`config.mk`:
```
export PLATFORM = sky130hd
export DESIGN_NAME = i2c_stop_ctrl
export DESIGN_NICKNAME = d
export VERILOG_FILES = /design/src/rtl/i2c_stop_pkg.sv /design/src/rtl/stop_accept.sv /design/src/rtl/stop_detect.sv /design/src/rtl/stop_seq.sv /design/src/rtl/i2c_stop_ctrl.sv
export SDC_FILE = /design/constraint.sdc
export NUM_CORES = 1
export LEC_CHECK = 0
export BUFFER_PORTS_ARGS = -buffer_cell sky130_fd_sc_hd__buf_2
export CORE_MARGIN = 4
export CORE_UTILIZATION = 30
export CTS_CLUSTER_SIZE = 8
export DETAILED_ROUTE_END_ITERATION = 6
export PLACE_DENSITY = 0.53
export SYNTH_ARGS = -nofsm -noshare
export SYNTH_HDL_FRONTEND = slang
export SYNTH_SLANG_ARGS = --single-unit
```
`constraint.sdc`:
```
create_clock -name clk -period 3.9 [get_ports clk]
set_input_delay 0.195 -clock clk [delete_from_list [all_inputs] [get_ports clk]]
set_output_delay 0.195 -clock clk [all_outputs]
set_load 0.01 [all_outputs]
```
`src/rtl/i2c_stop_pkg.sv`:
```
package i2c_stop_pkg;
  typedef enum logic [2:0] {
    ST_IDLE,
    ST_ARM,
    ST_SDA_LOW,
    ST_SCL_REL,
    ST_SDA_REL
  } stop_state_e;
endpackage

```
`src/rtl/stop_accept.sv`:
```
module stop_accept (
  input  logic wr_en,
  input  logic wr_stop,
  input  logic wr_start,
  input  logic master_mode,
  input  logic periph_en,
  input  logic tx_dir,
  input  logic wait8_mode,
  input  logic in_wait8,
  input  logic in_wait9,
  input  logic pending,
  input  logic cancel,
  output logic go_now,
  output logic go_defer,
  output logic rewrite
);
  logic stop_wr;
  logic legal;

  assign stop_wr = wr_en & wr_stop;
  // Master mode only, never together with a start, never over a pending request.
  assign legal    = stop_wr & ~wr_start & master_mode & periph_en & ~pending & ~cancel;
  assign go_now   = legal & in_wait9;
  // The eighth-clock wait is legal only in receive with wait-on-eighth selected.
  assign go_defer = legal & ~in_wait9 & in_wait8 & wait8_mode & ~tx_dir;
  assign rewrite  = stop_wr & pending;
endmodule

```
`src/rtl/stop_detect.sv`:
```
module stop_detect (
  input  logic clk,
  input  logic rst_n,
  input  logic scl_in,
  input  logic sda_in,
  output logic stop_done
);
  logic scl_q;
  logic sda_q;

  always_ff @(posedge clk or negedge rst_n) begin
    if (!rst_n) begin
      scl_q <= 1'b1;
      sda_q <= 1'b1;
    end else begin
      scl_q <= scl_in;
      sda_q <= sda_in;
    end
  end

  assign stop_done = sda_in & ~sda_q & scl_in & scl_q;

  assert_done_single_R8: assert property (@(posedge clk) disable iff (!rst_n)
    stop_done |=> !stop_done);
endmodule

```
`src/rtl/stop_seq.sv`:
```
module stop_seq
  import i2c_stop_pkg::*;
#(
  parameter int HOLD_CYC  = 4,
  parameter int SETUP_CYC = 5
) (
  input  logic clk,
  input  logic rst_n,
  input  logic go_now,
  input  logic go_defer,
  input  logic cancel,
  input  logic in_wait8,
  input  logic scl_in,
  input  logic stop_done,
  output logic pending,
  output logic scl_low_en,
  output logic sda_low_en
);
  localparam int MAXC = (HOLD_CYC > SETUP_CYC) ? HOLD_CYC : SETUP_CYC;
  localparam int CW   = $clog2(MAXC + 1);
  localparam logic [CW-1:0] HOLD_LAST  = CW'(HOLD_CYC - 1);
  localparam logic [CW-1:0] SETUP_LAST = CW'(SETUP_CYC - 1);

  stop_state_e   state;
  logic [CW-1:0] cnt;

  always_ff @(posedge clk or negedge rst_n) begin
    if (!rst_n) begin
      state <= ST_IDLE;
      cnt   <= '0;
    end else if (cancel) begin
      state <= ST_IDLE;
      cnt   <= '0;
    end else begin
      case (state)
        ST_IDLE: begin
          cnt <= '0;
          if (go_now)        state <= ST_SDA_LOW;
          else if (go_defer) state <= ST_ARM;
        end
        ST_ARM: begin
          if (!in_wait8 && scl_in) begin
            if (SETUP_CYC <= 1) state <= ST_SDA_REL;
            else begin
              state <= ST_SCL_REL;
              cnt   <= CW'(1);
            end
          end
        end
        ST_SDA_LOW: begin
          if (cnt == HOLD_LAST) begin
            state <= ST_SCL_REL;
            cnt   <= '0;
          end else cnt <= cnt + 1'b1;
        end
        ST_SCL_REL: begin
          if (!scl_in)                cnt   <= '0;
          else if (cnt == SETUP_LAST) state <= ST_SDA_REL;
          else                        cnt   <= cnt + 1'b1;
        end
        ST_SDA_REL: begin
          if (stop_done) state <= ST_IDLE;
        end
        default: state <= ST_IDLE;
      endcase
    end
  end

  assign pending    = (state != ST_IDLE);
  assign scl_low_en = (state == ST_SDA_LOW);
  assign sda_low_en = (state == ST_ARM) || (state == ST_SDA_LOW) || (state == ST_SCL_REL);

  assert_release_scl_high_R7: assert property (@(posedge clk) disable iff (!rst_n)
    ($fell(sda_low_en) && !$past(cancel)) |-> $past(scl_in));
endmodule

```
`src/rtl/i2c_stop_ctrl.sv`:
```
module i2c_stop_ctrl #(
  parameter int HOLD_CYC  = 4,
  parameter int SETUP_CYC = 5
) (
  input  logic clk,
  input  logic rst_n,
  input  logic periph_en,
  input  logic master_mode,
  input  logic tx_dir,
  input  logic wait8_mode,
  input  logic in_wait8,
  input  logic in_wait9,
  input  logic arb_lost,
  input  logic comm_exit,
  input  logic wr_en,
  input  logic wr_stop,
  input  logic wr_start,
  input  logic scl_in,
  input  logic sda_in,
  output logic stop_req_o,
  output logic stop_err,
  output logic stop_done,
  output logic scl_low_en,
  output logic sda_low_en
);
  logic cancel;
  logic go_now;
  logic go_defer;
  logic rewrite;
  logic pending;

  assign cancel = arb_lost | comm_exit | ~periph_en;

  stop_accept u_accept (
    .wr_en(wr_en), .wr_stop(wr_stop), .wr_start(wr_start),
    .master_mode(master_mode), .periph_en(periph_en), .tx_dir(tx_dir),
    .wait8_mode(wait8_mode), .in_wait8(in_wait8), .in_wait9(in_wait9),
    .pending(pending), .cancel(cancel),
    .go_now(go_now), .go_defer(go_defer), .rewrite(rewrite)
  );

  stop_seq #(.HOLD_CYC(HOLD_CYC), .SETUP_CYC(SETUP_CYC)) u_seq (
    .clk(clk), .rst_n(rst_n), .go_now(go_now), .go_defer(go_defer),
    .cancel(cancel), .in_wait8(in_wait8), .scl_in(scl_in),
    .stop_done(stop_done), .pending(pending),
    .scl_low_en(scl_low_en), .sda_low_en(sda_low_en)
  );

  stop_detect u_detect (
    .clk(clk), .rst_n(rst_n), .scl_in(scl_in), .sda_in(sda_in),
    .stop_done(stop_done)
  );

  always_ff @(posedge clk or negedge rst_n) begin
    if (!rst_n) stop_err <= 1'b0;
    else        stop_err <= rewrite;
  end

  assign stop_req_o = pending;

  assert_master_only_R1: assert property (@(posedge clk) disable iff (!rst_n)
    (wr_en && wr_stop && !master_mode && !stop_req_o) |=> !stop_req_o);
  assert_no_start_R2: assert property (@(posedge clk) disable iff (!rst_n)
    (wr_en && wr_stop && wr_start && !stop_req_o) |=> !stop_req_o);
  assert_tx_wait9_R3: assert property (@(posedge clk) disable iff (!rst_n)
    (wr_en && wr_stop && tx_dir && !in_wait9 && !stop_req_o) |=> !stop_req_o);
  assert_cancel_R4: assert property (@(posedge clk) disable iff (!rst_n)
    (arb_lost || comm_exit || !periph_en) |=> (!stop_req_o && !sda_low_en && !scl_low_en));
  assert_err_pending_R5: assert property (@(posedge clk) disable iff (!rst_n)
    stop_err |-> $past(stop_req_o));
  assert_done_clears_R8: assert property (@(posedge clk) disable iff (!rst_n)
    stop_done |=> !stop_req_o);
endmodule

```
Yosys cells after proc, flatten, opt, wreduce, memory -nomap -nowiden
Cells that the tools add are included.
W data, S select, Z words.
- bits in registers: 9
- bits of input ports: 15
- logic and storage cells: 67
- add/sub/neg operators: 1
- equal/unequal tests: 13
- muxes and demuxes: 15
- bitwise gates (word level): 24
- reductions and logical operators: 9
- operators by type and width (operator ; number):
    $mux W3 ; 13
    $and A1 B1 Y1 ; 15
    $pmux W3 S5 ; 1
    $pmux W3 S4 ; 1
    $eq A3 B2 Y1 const B ; 3
    $ne A4 B4 Y1 const B ; 2
    $not A1 Y1 ; 7
    $eq A3 B3 Y1 const B ; 2
    $ne A3 B2 Y1 const B ; 2
    $ne A3 B3 Y1 const B ; 2
    $reduce_and A6 Y1 ; 1
    $reduce_bool A5 Y1 ; 1
    $add A3 B1 Y3 const B ; 1
    $eq A3 B1 Y1 const B ; 1
    $logic_not A3 Y1 ; 1
    $ne A3 B1 Y1 const B ; 1
    $reduce_and A3 Y1 ; 1
    $reduce_bool A3 Y1 ; 1
    $logic_or A1 B1 Y1 ; 2
    $or A1 B1 Y1 ; 2
    $logic_and A1 B1 Y1 ; 1
    $logic_not A1 Y1 ; 1

Longest topological paths before layout
- word-level depth: 14
- mapped depth: 7
- mapped depth without buffers: 7

Cells and area by module
From an unflattened synthesis, not the netlist that was laid out.
- cell total of the unflattened synthesis: 61
- area total of the unflattened synthesis: 664.4 sq um
- by module, submodules not included (module ; instances ; cells each ; area each (sq um) ; sequential area each (sq um)):
    stop_seq ; 1 ; 49 ; 483.0 ; 150.1
    stop_accept ; 1 ; 7 ; 85.1 ; 0.0
    stop_detect ; 1 ; 3 ; 62.6 ; 52.6
    i2c_stop_ctrl ; 1 ; 2 ; 33.8 ; 25.0

Worst setup path before layout
No wires, ideal clock.
- path type: reg-to-reg
- from: register u_seq.cnt[0]
- to: register u_seq.cnt[0]
- library setup time: 0.080 ns
- data arrival time: 1.398 ns
- required time: 3.820 ns
- path slack: 2.421 ns
- cell stages (with the launch flop): 7
- path buffers: 0
- period minus slack after synthesis: 1.479 ns
- path through: dfrtp_1 -> ha_1 -> ha_1 -> or3b_1 -> a21oi_1 -> nor3_1 -> nor3_2
- longest elaborated chain between the ends: 5
- elaborated cells on any way between the ends: 10
- classes of those cells: add/sub: 1; eq/ne: 3; mux: 5; reduce/logical: 1
- ends and longest elaborated chain (what ; line ; RTL):
    from (decl) ; stop_seq.sv:25 ; logic [CW-1:0] cnt;
    from (signal assigned) ; stop_seq.sv:54 ; end else cnt <= cnt + 1'b1;
    from (signal assigned) ; stop_seq.sv:59 ; else cnt <= cnt + 1'b1;
    $add A3 B1 Y3 ; stop_seq.sv:54, stop_seq.sv:59 ;
    $mux W3 ; stop_seq.sv:58 ; else if (cnt == SETUP_LAST) state <= ST_SDA_REL;
    $mux W3 ; stop_seq.sv:57 ; if (!scl_in) cnt <= '0;
    $pmux W3 S4 ; stop_seq.sv:35 ; case (state)
    $mux W3 ; stop_seq.sv:31 ; end else if (cancel) begin
Several ways; a longest one is shown, not always the timed one. The select of a mux whose other input is x is not followed.
A chain may end at the register's enable or synchronous reset.

Worst setup path in the final report
Same ends and word-level chain as after synthesis.

==> metrics.json <==
{
  "drt": {
    "drtPass1Iterations": 4,
    "route.detailed.wl_per_inst_um": 12.9,
    "route.final.wire_length_mm": 1.52,
    "vias": 586,
    "initialDrtViolationCount": 26,
    "detail_route.vias_per_cell": 4.97,
    "route.antenna.remaining_nets": 0,
    "route.detailed.drc": 0
  },
  "placement": {
    "place.gp.congestion": 0.858,
    "detailedPlace.worstSlack_ns": 2.31,
    "dpl_cells": 113,
    "io_buffer_count": 19,
    "detailed_place.area_um2": 747,
    "hpwlAfterDp_mm": 1.13
  },
  "logic_synthesis": {
    "avgSynthCellArea_um2": 9.08,
    "yosysSeqAreaShare": 0.358,
    "synth_cells": 70,
    "yosys_register_bits": 9,
    "asyncSetResetFlopFracSynth": 1.00,
    "count_of_flip_flops_with_a_built_in_enable_after_synthesis": 0,
    "synth-warning-count": 0,
    "top_flip_flop_cell_by_instance_count_after_synthesis": "dfrtp_1",
    "synth_cell_types": 32,
    "synthesis.nets": 89,
    "netlist_area_um2": 636
  },
  "clocking": {
    "cts_resized": 0,
    "tritoncts": "yes",
    "clock_insertion_delay_worst_skew_ns": 0.26,
    "clock_input_transition_at_the_sequential_cells_of_the_worst_setup_and_hold_paths_ns": 0.07,
    "htreeDepth": 1,
    "cts_post_setup_buffers_inserted": 0,
    "post_cts_hold_buffer_count": 1,
    "cts-root-buf": "clkbuf_4",
    "clock-sinks": 9,
    "cts_buffer_depth": 2,
    "cts_buf_count": 3
  },
  "floorplan": {
    "design.die.area_um2": 2920,
    "ioPinCount": 20,
    "rows": 16,
    "die_w_um": 54.0,
    "core-area_um2": 1980,
    "initial_utilization": 0.321,
    "die_h_um": 54.0
  },
  "finish": {
    "leading_cell_type_in_the_layout_fill_and_taps_excluded": "buf_2",
    "ff_latch_area_um2": 228,
    "num-fill-cells": 224,
    "area_delta_synth_final_pct": 23.4,
    "post-route-util": 0.396,
    "layoutNonFillerInstCount": 118,
    "final_layout_size_suffix_gt1_frac": 0.308,
    "post_layout_inst_area_um2": 785,
    "antenna_diodes": 0,
    "multiInputGateArea_um2": 372,
    "most-common-layout-cells": "buf_2, dfrtp_1, a21oi_1",
    "fin_nets": 111
  },
  "sta": {
    "timing.clock.skew_ns": 0.00204,
    "fmaxAchievable_ghz": 0.621,
    "timing.hold.ws_ns": 0.0376,
    "setup_viol": 0,
    "timing.setup.tns_ns": 0,
    "timing.final.crit_period_ns": 1.61,
    "number_of_hold_violations_in_the_final_report": 0,
    "maxSlewViolCount": 0,
    "fin_ws_ns": 2.29,
    "maxSlewHeadroom": 0.745,
    "max_slew.worst_pin.slew_ns": 0.383,
    "final_min_period_over_clock_period": 0.413,
    "setup_repair_after_global_routing_missed_its_margin": "false"
  },
  "global_routing": {
    "use_met1": 0.151,
    "grt_usage": 0.118,
    "pin_count_of_the_biggest_net_entering_global_routing": 14,
    "gr-usage-met2": 0.190,
    "antenna_found_initial": 0,
    "grt_overflow": 0,
    "first_global_vias": 580,
    "grtUsageMet3": 0.0416,
    "wire_length_of_the_first_global_routing_pass_mm": 2.48,
    "busiest_layer": "met2"
  },
  "power_and_ir_drop": {
    "power.share.combinational": 0.088,
    "leakagePower_nw": 0.392,
    "power.share.sequential": 0.514,
    "p_total_mw": 0.186,
    "power.clock.fraction": 0.397,
    "ir_worst_vdd_uv": 164,
    "internal_power_mw": 0.141,
    "p_sw_frac": 0.240,
    "pwr_density_cell_nw_per_um2": 237,
    "total_switching_power_mw": 0.0446
  },
  "worst_hold_path": {
    "worst_hold_path_type": "primary input to flip-flop"
  },
  "flow_run": {
    "timing.max_cap.violations": 0
  },
  "critical_path": {
    "cp.arrival_ns": 1.80,
    "critPathCaptureType": "flip-flop",
    "worst-endpoint-required_ns": 4.09,
    "startpoint_kind_of_the_worst_setup_timing_path": "flip-flop",
    "worstPathMaxFanout": 4,
    "setup.worst_path.class": "flip-flop to flip-flop"
  },
  "status": {
    "status": "complete, no violations"
  }
}
-- final timing paths --
kind / from / to / slack, ns / cells after the start
max in group asynchronous: rst_n / u_detect.sda_q / 3.33 / 2
min in group asynchronous: rst_n / u_seq.state[0] / 0.32 / 2
setup / recovery: u_seq.cnt[0] / u_seq.cnt[0] / 2.29 / 6
setup reg to reg: u_seq.cnt[0] / u_seq.cnt[0] / 2.29 / 6
hold reg to reg: u_seq.cnt[1] / u_seq.cnt[1] / 0.58 / 2
hold / removal: sda_in / u_detect.sda_q / 0.04 / 1
-- cells by family after synthesis --
family	after synthesis	synth area share
AOI/OAI and AO/OA	18	0.195
and+or+nand+nor	30	0.295
adders and majority gates	4	0.0787
muxes	1	0.0157
DFF	9	0.358
buffers and inverters	8	0.0571
-- flip-flops by register name (all words and copies together), names as in the netlist --
signal and count:
stop_err 1, u_seq.state 3, u_detect.sda_q 1, u_seq.cnt 3, u_detect.scl_q 1
-- synth_stat cells, drive strengths merged, types with 2 or more instances --
cell type,n,area [µm²]
dfstp,2,52.6
dfrtp,7,175
nor2b,3,18.8
buf,2,12.5
nand3,2,10.0
and4b,2,20.0
and3,2,12.5
nand2,3,11.3
nor3,3,20.0
nor2,5,18.8
o211ai,2,15.0
and3b,2,17.5
ha,4,50.1
inv,5,18.8
a21o,2,15.0
o22ai,3,18.8
nand2b,3,18.8
a21oi,6,30.0
-- worst max-delay path, stage by stage (launching register included) --
cell and delay (ns):
dfrtp_1 0.42, ha_1 0.23, ha_1 0.22, or3b_1 0.35, a21oi_1 0.17, nor3_1 0.07, nor3_2 0.09
-- per-layer routing --
layer,part of all wire,vias up
met1,0.48,276
met3,0.045,0
li1,-,296
met5,0,-
met2,0.47,14
met4,0,0
-- area by class of cell --
type,instances,area share
repair buffers,20,0.134
clock buffers,3,0.0287
well taps,27,0.0431
multi-input cells,53,0.474
clock inverters,1,0.00638
flip-flops and latches,9,0.290
inverters,5,0.0239
-- power by group through the flow --
stage / Combinational (mW) / Sequential, mW / Clock [mW]
6_report: 0.0164 / 0.0956 / 0.0738
5_1_grt: 0.0184 / 0.0957 / 0.0826
4_1_cts: 0.0167 / 0.0956 / 0.0758
3_5_place_dp: 0.0159 / 0.0973 / 0
3_3_place_gp: 0.0158 / 0.0973 / 0
2_1_floorplan: 0.00486 / 0.0972 / 0
Power figures use the tool's default switching activity.
